===== config.mk =====
export PLATFORM = sky130hd
export DESIGN_NAME = ir_keypad_tx
export DESIGN_NICKNAME = d
export VERILOG_FILES = /design/src/rtl/ir_keypad_pkg.sv /design/src/rtl/ir_key_qualifier.sv /design/src/rtl/ir_frame_builder.sv /design/src/rtl/ir_tick_counter.sv /design/src/rtl/ir_keypad_tx.sv
export SDC_FILE = /design/constraint.sdc
export NUM_CORES = 1
export LEC_CHECK = 0
export ABC_AREA = 0
export CORE_MARGIN = 2
export CORE_UTILIZATION = 58
export CTS_CLUSTER_SIZE = 8
export DETAILED_ROUTE_END_ITERATION = 8
export PLACE_DENSITY_LB_ADDON = 0.3
export SLEW_MARGIN = 20
export SYNTH_ARGS = -nofsm -noshare
export SYNTH_HDL_FRONTEND = slang
export SYNTH_SLANG_ARGS = --single-unit
export TNS_END_PERCENT = 1

===== constraint.sdc =====
create_clock -name clk -period 3.5 [get_ports clk]
set_clock_uncertainty 0.05 [all_clocks]
set_input_delay 0.875 -clock clk [delete_from_list [all_inputs] [get_ports clk]]
set_output_delay 0.875 -clock clk [all_outputs]
set_load 0.02 [all_outputs]

===== src/rtl/ir_keypad_pkg.sv =====
package ir_keypad_pkg;

    typedef enum logic [1:0] {
        ST_IDLE  = 2'd0,
        ST_BURST = 2'd1,
        ST_GAP   = 2'd2
    } tx_state_e;

    localparam int unsigned SYM_CHIPS = 3;   // 0, 1, data
    localparam int unsigned CHIP_W    = 2;

endpackage


===== src/rtl/ir_key_qualifier.sv =====
module ir_key_qualifier #(
    parameter int unsigned KEY_W       = 3,
    parameter int unsigned NUM_LETTERS = 5,
    localparam int unsigned CODE_W     = KEY_W + 1,
    localparam int unsigned BACK_KEY   = NUM_LETTERS + 1
) (
    input  logic              key_press,
    input  logic              key_release,
    input  logic [KEY_W-1:0]  key_sel,
    output logic              fire,
    output logic [CODE_W-1:0] code
);

    logic is_letter;
    logic is_back;

    always_comb begin
        is_letter = (key_sel >= KEY_W'(1)) && (key_sel <= KEY_W'(NUM_LETTERS));
        is_back   = (key_sel == KEY_W'(BACK_KEY));
        // letters fire on key-down, the back key on key-up
        fire      = (key_press && is_letter) || (key_release && is_back);
        code      = {1'b1, key_sel};
    end

endmodule


===== src/rtl/ir_frame_builder.sv =====
module ir_frame_builder #(
    parameter int unsigned CODE_W   = 4,
    parameter int unsigned PAD_W    = 8,
    parameter int unsigned ID_W     = 16,
    parameter int unsigned SUM_W    = 8,
    localparam int unsigned WORD_W  = CODE_W + PAD_W + ID_W + SUM_W,
    localparam int unsigned ID_BYTES = ID_W / SUM_W
) (
    input  logic [CODE_W-1:0] code,
    input  logic [ID_W-1:0]   id,
    output logic [WORD_W-1:0] word
);

    // running modular sum; the zero pad contributes nothing
    logic [SUM_W-1:0] acc [ID_BYTES+1];

    assign acc[0] = SUM_W'(code);

    for (genvar g = 0; g < ID_BYTES; g++) begin : g_sum
        assign acc[g+1] = acc[g] + id[g*SUM_W +: SUM_W];
    end

    assign word = {code, {PAD_W{1'b0}}, id, acc[ID_BYTES]};

endmodule


===== src/rtl/ir_tick_counter.sv =====
module ir_tick_counter #(
    parameter int unsigned CNT_W = 8
) (
    input  logic             clk,
    input  logic             rst_n,
    input  logic             clear,
    input  logic             tick,
    input  logic [CNT_W-1:0] limit,
    output logic             hit
);

    logic [CNT_W-1:0] cnt_d, cnt_q;

    always_comb begin
        hit   = !clear && tick && (cnt_q == limit - CNT_W'(1));
        cnt_d = cnt_q;
        if (clear || hit) begin
            cnt_d = '0;
        end else if (tick) begin
            cnt_d = cnt_q + CNT_W'(1);
        end
    end

    always_ff @(posedge clk or negedge rst_n) begin
        if (!rst_n) cnt_q <= '0;
        else        cnt_q <= cnt_d;
    end

    AST_CNT_RANGE: assert property (@(posedge clk) disable iff (!rst_n)
        cnt_q < limit) else $error("tick counter out of range");

endmodule


===== src/rtl/ir_keypad_tx.sv =====
module ir_keypad_tx #(
    parameter int unsigned CHIP_TICKS  = 4,
    parameter int unsigned GAP_TICKS   = 72,
    parameter int unsigned KEY_W       = 3,
    parameter int unsigned NUM_LETTERS = 5,
    parameter int unsigned ID_W        = 16
) (
    input  logic             clk,
    input  logic             rst_n,
    input  logic             tick,
    input  logic             key_press,
    input  logic             key_release,
    input  logic [KEY_W-1:0] key_sel,
    input  logic [ID_W-1:0]  tx_id,
    output logic             led,
    output logic             busy
);
    import ir_keypad_pkg::*;

    localparam int unsigned CODE_W = KEY_W + 1;
    localparam int unsigned PAD_W  = 8;
    localparam int unsigned SUM_W  = 8;
    localparam int unsigned WORD_W = CODE_W + PAD_W + ID_W + SUM_W;
    localparam int unsigned BIT_W  = $clog2(WORD_W);
    localparam int unsigned MAX_T  = (GAP_TICKS > CHIP_TICKS) ? GAP_TICKS : CHIP_TICKS;
    localparam int unsigned CNT_W  = $clog2(MAX_T + 1);

    typedef struct packed {
        tx_state_e          state;
        logic               inv;
        logic [BIT_W-1:0]   bit_idx;
        logic [CHIP_W-1:0]  chip;
        logic [WORD_W-1:0]  word;
        logic               led;
    } tx_reg_t;

    tx_reg_t r_d, r_q;

    logic              fire;
    logic [CODE_W-1:0] code;
    logic [WORD_W-1:0] built;
    logic              hit;
    logic [CNT_W-1:0]  limit;
    logic              cnt_clear;

    ir_key_qualifier #(.KEY_W(KEY_W), .NUM_LETTERS(NUM_LETTERS)) u_qual (
        .key_press   (key_press),
        .key_release (key_release),
        .key_sel     (key_sel),
        .fire        (fire),
        .code        (code)
    );

    ir_frame_builder #(.CODE_W(CODE_W), .PAD_W(PAD_W), .ID_W(ID_W), .SUM_W(SUM_W)) u_build (
        .code (code),
        .id   (tx_id),
        .word (built)
    );

    assign limit     = (r_q.state == ST_GAP) ? CNT_W'(GAP_TICKS) : CNT_W'(CHIP_TICKS);
    assign cnt_clear = (r_q.state == ST_IDLE);

    ir_tick_counter #(.CNT_W(CNT_W)) u_cnt (
        .clk   (clk),
        .rst_n (rst_n),
        .clear (cnt_clear),
        .tick  (tick),
        .limit (limit),
        .hit   (hit)
    );

    function automatic logic chip_level(input logic [CHIP_W-1:0] c,
                                        input logic              data,
                                        input logic              inv);
        if (c == CHIP_W'(0))      return 1'b0;
        else if (c == CHIP_W'(1)) return 1'b1;
        else                      return data ^ inv;
    endfunction

    always_comb begin
        r_d = r_q;
        unique case (r_q.state)
            ST_IDLE: begin
                if (fire) begin
                    r_d.state   = ST_BURST;
                    r_d.inv     = 1'b0;
                    r_d.bit_idx = BIT_W'(WORD_W - 1);
                    r_d.chip    = '0;
                    r_d.word    = built;
                end
            end
            ST_BURST: begin
                if (hit) begin
                    if (r_q.chip == CHIP_W'(SYM_CHIPS - 1)) begin
                        r_d.chip = '0;
                        if (r_q.bit_idx == '0) begin
                            r_d.state = r_q.inv ? ST_IDLE : ST_GAP;
                        end else begin
                            r_d.bit_idx = r_q.bit_idx - BIT_W'(1);
                        end
                    end else begin
                        r_d.chip = r_q.chip + CHIP_W'(1);
                    end
                end
            end
            ST_GAP: begin
                if (hit) begin
                    r_d.state   = ST_BURST;
                    r_d.inv     = 1'b1;
                    r_d.bit_idx = BIT_W'(WORD_W - 1);
                    r_d.chip    = '0;
                end
            end
            default: r_d.state = ST_IDLE;
        endcase
        r_d.led = (r_d.state == ST_BURST)
                ? chip_level(r_d.chip, r_d.word[r_d.bit_idx], r_d.inv)
                : 1'b0;
    end

    always_ff @(posedge clk or negedge rst_n) begin
        if (!rst_n) begin
            r_q <= '{state: ST_IDLE, inv: 1'b0, bit_idx: '0, chip: '0, word: '0, led: 1'b0};
        end else begin
            r_q <= r_d;
        end
    end

    assign led  = r_q.led;
    assign busy = (r_q.state != ST_IDLE);

    AST_IDLE_DARK: assert property (@(posedge clk) disable iff (!rst_n)
        !busy |-> !led) else $error("led lit while idle");

    AST_DELIM_RISE: assert property (@(posedge clk) disable iff (!rst_n)
        (r_q.state == ST_BURST && r_q.chip == '0 && hit) |=> led)
        else $error("second delimiter chip not high");

    AST_SYMBOL_LOW_START: assert property (@(posedge clk) disable iff (!rst_n)
        (r_q.state == ST_BURST && r_q.chip == CHIP_W'(SYM_CHIPS - 1) && r_q.bit_idx != '0 && hit)
        |=> !led) else $error("symbol did not open with a low chip");

    AST_GAP_DARK: assert property (@(posedge clk) disable iff (!rst_n)
        (r_q.state == ST_GAP) |-> !led) else $error("led lit in gap");

    AST_BUSY_HOLD: assert property (@(posedge clk) disable iff (!rst_n)
        (busy && !(r_q.state == ST_BURST && r_q.inv && r_q.bit_idx == '0 && hit)) |=> busy)
        else $error("busy dropped early");

    AST_WORD_STABLE: assert property (@(posedge clk) disable iff (!rst_n)
        (busy && $past(busy)) |-> $stable(r_q.word)) else $error("latched word changed");

endmodule


=== Yosys cells after proc, flatten, opt, wreduce, memory -nomap -nowiden ===
Index checks and enable logic that the tools add are counted.

* Add/subtract/negate cells: 6
* Magnitude comparators: 3
* Eq/ne operators: 7
* Mux-type cells: 22
* Bitwise logic cells: 1
* Reduce and logical (&&, ||, !) cells: 13

{| class="wikitable"
|+ Operators with widths
! cell !! number
|-
| 47-bit 2-to-1 mux || 1
|-
| 36-bit 2-to-1 mux || 1
|-
| 8-bit case mux with 3 select lines || 1
|-
| 7-bit 2-to-1 mux || 3
|-
| 6-bit 2-to-1 mux || 2
|-
| 11-bit 2-to-1 mux || 1
|-
| 2-bit 2-to-1 mux || 5
|-
| 4-bit by 8-bit adder with 8-bit output || 1
|-
| 8-bit adder || 1
|-
| 8-bit 2-to-1 mux || 1
|-
| 7-bit by 1-bit adder with 7-bit output, second input constant || 1
|-
| 7-bit equality test || 1
|-
| 6-bit by 7-bit < comparator with 1-bit output, second input constant || 1
|-
| 7-bit by 1-bit subtractor with 7-bit output, second input constant || 1
|-
| 1-bit binary-select mux with 6-bit select || 1
|-
| 2-bit by 1-bit equality test with 1-bit output, second input constant || 3
|-
| 6-bit zero test || 1
|-
| 2-bit case mux with 3 select lines || 1
|-
| 6-bit by 1-bit subtractor with 6-bit output, second input constant || 1
|-
| 1-bit logical AND || 5
|-
| 2-bit equality test, second input constant || 2
|-
| 2-bit zero test || 2
|-
| 1-bit 2-to-1 mux || 4
|-
| 2-bit nonzero test || 2
|-
| 8 further kinds || 9
|}

* Bits in registers: 55
* Output and inout port bits: 2
* Word-level logic and storage cells: 59

=== Logic depth before layout (Yosys ltp) ===
* Word-level depth: 13
* Mapped depth: 17
* Mapped depth without buffers: 17

=== Cells and area by module ===
From an unflattened synthesis, not the netlist that was laid out.

* Cell total of the unflattened synthesis: 403
* Area, all modules: 3,811.2 um^2

{| class="wikitable"
|+ By module, submodules not included
! module !! instances !! cells each !! area an instance (um^2) !! sequential area each (um^2)
|-
| ir_keypad_tx || 1 || 262 || 2,596.2 || 1,201.2
|-
| ir_frame_builder || 1 || 74 || 614.3 || 0.0
|-
| ir_tick_counter || 1 || 58 || 531.8 || 175.2
|-
| ir_key_qualifier || 1 || 9 || 68.8 || 0.0
|}

=== Least setup slack after synthesis ===
No wires, ideal clock.

* Kind: input -> register
* From: in key_sel[1]
* To: reg r_q (netlist bit led)
* Library setup time: 0.143 ns
* Data arrival time: 3.983 ns
* Setup slack: -0.675 ns
* Stages on the path: 17
* Path buffers: 0
* Path through: inv_1 -> fa_1 -> inv_1 -> ha_1 -> fa_1 -> a21o_1 -> a21oi_1 -> o21bai_1 -> a21oi_1 -> xnor2_1 -> o21ai_0 -> mux2_2 -> a32o_1 -> a311oi_1 -> a221oi_2 -> xnor2_1 -> a21oi_1

{| class="wikitable"
|+ RTL lines
! item !! line !! source
|-
| start: declaration || ir_keypad_tx.sv:13 || <nowiki>input logic [KEY_W-1:0] key_sel,</nowiki>
|-
| end signal: assignment || ir_keypad_tx.sv:123 || <nowiki>r_q <= '{state: ST_IDLE, inv: 1'b0, bit_idx: '0, chip: '0, word: '0, led: 1'b0};</nowiki>
|-
| end signal: assignment || ir_keypad_tx.sv:125 || <nowiki>r_q <= r_d;</nowiki>
|-
| end: declaration || ir_keypad_tx.sv:37 || <nowiki>tx_reg_t r_d, r_q;</nowiki>
|}

==> impl_results.md <==
* Synth Net Count at 352
* Via count at 2674
* Slew headroom at 37.8%
* Post-synthesis cell count at 312
* CTS Hold Bufs at 0
* Mean routed wirelength per cell at 17.0 µm
* Clk Latency, worst-skew pair at 0.31 ns
* Final Power at 2.48 mW
* Pwr dens at 602 nW/µm²
* Number of global-route vias before repair at 2828
* Ant diodes at 0
* Global-route wire length before repair at 13100 µm
* Initial antenna violation count at 0
* Final WS setup at -0.499 ns
* Final setup fails at 2
* Post-Syn Area at 3180 µm²
* IO Count at 26
* TritonCTS clock tree: built
* Hold Crit Class: flip-flop to flip-flop
* CTS root buf: clkbuf_8
* Crit path required time at 3.64 ns
* Final Max Slew Viols at 0
* Unrepaired setup endpoints after global routing: yes
* Die W at 78.1 µm
* Row count at 26
* RePlAce Congestion at 0.886
* CP max FO at 2
* Hold Violations, Final at 0
* Crit share post-route at 114%
* Sw frac at 35.8%
* Final #Nets at 436
* Worst EP arrival at 4.14 ns
* CTS clk-pin slew, worst paths at 0.10 ns
* Finished Core Util at 79.3%
* Synth Warn # at 0
* Synth async-reset ratio at 100%
* DRC at 0
* Status: finished with violations
* Flops & latches, synth at 55
* Initial DRC count at 162
* NetSw at 888 µW
* Mean post-synth cell area at 10.2 µm²
* DIE AREA at 6090 µm²
* H-tree Lvls at 2
* DP Wirelength at 5440 µm
* Layout cells sized above 1 at 28.0%
* CTS sink count at 55
* Internal Power at 1.60 mW
* Area grow syn2layout at 29.7%
* Total Routing Usage GR at 27.4%
* Setup crit end kind: flip-flop
* Post-route ant nets at 0
* Core Area at 5200 µm²
* # fillers at 323
* Violated checks: negative setup slack
* GRT overflow at 0
* Initial Utilization at 61.1%
* Clk network pwr share at 14.5%
* Worst IR Drop VDD at 0.363 mV
* 1st-pass router iterations at 4
* Number of distinct library cells after synthesis at 55
* Drt via density at 5.73
* Register share of total power at 37.8%
* Drt total wl at 7940 µm
* Startpoint Class: input port
* Crit Path Class: input port to flip-flop
* Num CTS Buffers at 5
* Tightest Pin Transition at 0.932 ns
* Post-route minimum period at 4.00 ns
* Fmax at 250 MHz
* Top_reg_cell synth: dfrtp_1
* Clock tree buffer depth at 2
* Register area share after synthesis at 43.3%
* Largest net degree at the start of global routing at 42
* P_leak at 1.96 nW
* PortBufs at 25
* Post-synth EDFFs at 0
* Comb power frac at 47.7%
* Die H at 78.1 µm
* Max-Cap Viols at 0
what timing repair did:
action | 4_1_cts | 5_1_grt
pin swaps | 15 | 13
gates resized for setup | 28 | 11
setup endpoints to repair | 1 | 2
setup buffers | 11 | 1
layout make-up:
type                    count  area [µm²]  area share, %
clock buffers               5        68.8           1.67
clock inverters             3        25.0          0.606
inverters                  21        86.3           2.09
multi-input cells         227        1720           41.7
flip-flops and latches     55        1380           33.3
well taps                  70        87.6           2.12
repair buffers             86         761           18.4
cell usage in the layout, fill, tap and decap left out, types with 10 or more instances in the layout:
master           instances
and2_1                  10
o21ai_0                 10
nand2_1                 37
mux2_2                  13
nor2_1                  26
buf_6                   10
clkdlybuf4s50_1         15
mux2i_1                 22
ha_1                    11
dfrtp_1                 55
buf_4                   51
inv_1                   15
synth_stat cells (2+ instances only):
cell type	n	share of area, %
nand2_1	37	4.4
o32ai_1	2	0.55
ha_1	12	4.7
o21ai_1	2	0.31
a21o_1	4	0.94
nand3_1	6	0.94
nor3_1	5	0.79
inv_1	19	2.2
xor2_1	6	1.7
a31oi_1	2	0.39
nor2b_1	4	0.79
buf_2	2	0.31
o41ai_1	2	0.55
nor2_1	26	3.1
a21oi_1	10	1.6
xnor2_1	8	2.2
o21ai_0	12	1.9
a32o_1	2	0.63
o21bai_1	2	0.47
and2_1	10	2.0
and3_1	4	0.79
dfrtp_1	55	43
nand2b_1	4	0.79
nand4_1	3	0.59
mux2_2	14	5.0
fa_1	4	2.5
or4_1	2	0.47
mux2i_1	22	6.9
clkbuf_1	5	0.59
sequential cells by signal, summed over array words and instances, names as in the netlist:
register,count
led,1
r_q,47
u_cnt.cnt_q,7
routing by layer:
metal / share of wire (%) / GRT usage, % / up-vias
met5: 0 / 0 / -
met4: 2.5 / 8.95 / 0
met1: 42 / 34.9 / 1324
met3: 3.4 / 4.02 / 18
li1: - / - / 1251
met2: 52 / 48.2 / 81
kinds of logic after synthesis:
logic type,after synthesis,share of synthesized area [%]
muxes,36,11.9
adders and majority gates,16,7.24
and+or+nand+nor,110,17.4
buffers and inverters,30,3.97
xor gates and xnor gates,14,3.85
DFF,55,43.3
AOI/OAI and AO/OA,51,12.4
path summary, 6_finish.rpt:
kind / start / end / cells past startpoint / slack, ns
max: tx_id[8] / led$_DFF_PN0_ / 16 / -0.50
min: r_q[35]$_DFF_PN0_ / r_q[35]$_DFF_PN0_ / 2 / 0.43
max reg2reg: r_q[39]$_DFF_PN0_ / led$_DFF_PN0_ / 13 / 0.14
min reg2reg: r_q[35]$_DFF_PN0_ / r_q[35]$_DFF_PN0_ / 2 / 0.43
max in group asynchronous: rst_n / r_q[20]$_DFF_PN0_ / 2 / 2.08
min in group asynchronous: rst_n / r_q[33]$_DFF_PN0_ / 1 / 0.64
worst max-delay path, cell delays in order:
cell,delay [ns]
clkdlybuf4s15_1,0.24
fa_2,0.45
ha_4,0.19
fa_2,0.36
a21o_1,0.18
a21oi_2,0.14
o21bai_1,0.13
a21oi_2,0.17
xnor2_1,0.14
o21ai_1,0.11
mux2_4,0.28
a32o_1,0.24
a311oi_2,0.27
a221oi_2,0.11
xnor2_1,0.17
a21oi_1,0.08
power by group through the flow:
stage	clock network [mW]	logic [mW]	registers [mW]
global route	0.396	1.29	0.956
CTS	0.366	1.10	0.935
floorplan	0	0.665	0.920
finish	0.360	1.19	0.938
global placement	0	0.975	0.933
detailed placement	0	1.01	0.949
stage by stage:
step	setup TNS, ns	hold WS, ns	cells	cell area, µm²	worst slack [ns]
finish	-0.801	0.431	467	4130	-0.499
global placement	-1.16	0.406	447	3890	-1.14
global route	-0.961	0.456	467	4130	-0.579
CTS	-0.656	0.433	466	4080	-0.366
floorplan	-0.467	0.380	312	3210	-0.467
detailed placement	-1.23	0.408	447	3890	-1.18
Note: power is estimated with default switching activity, not from simulation.
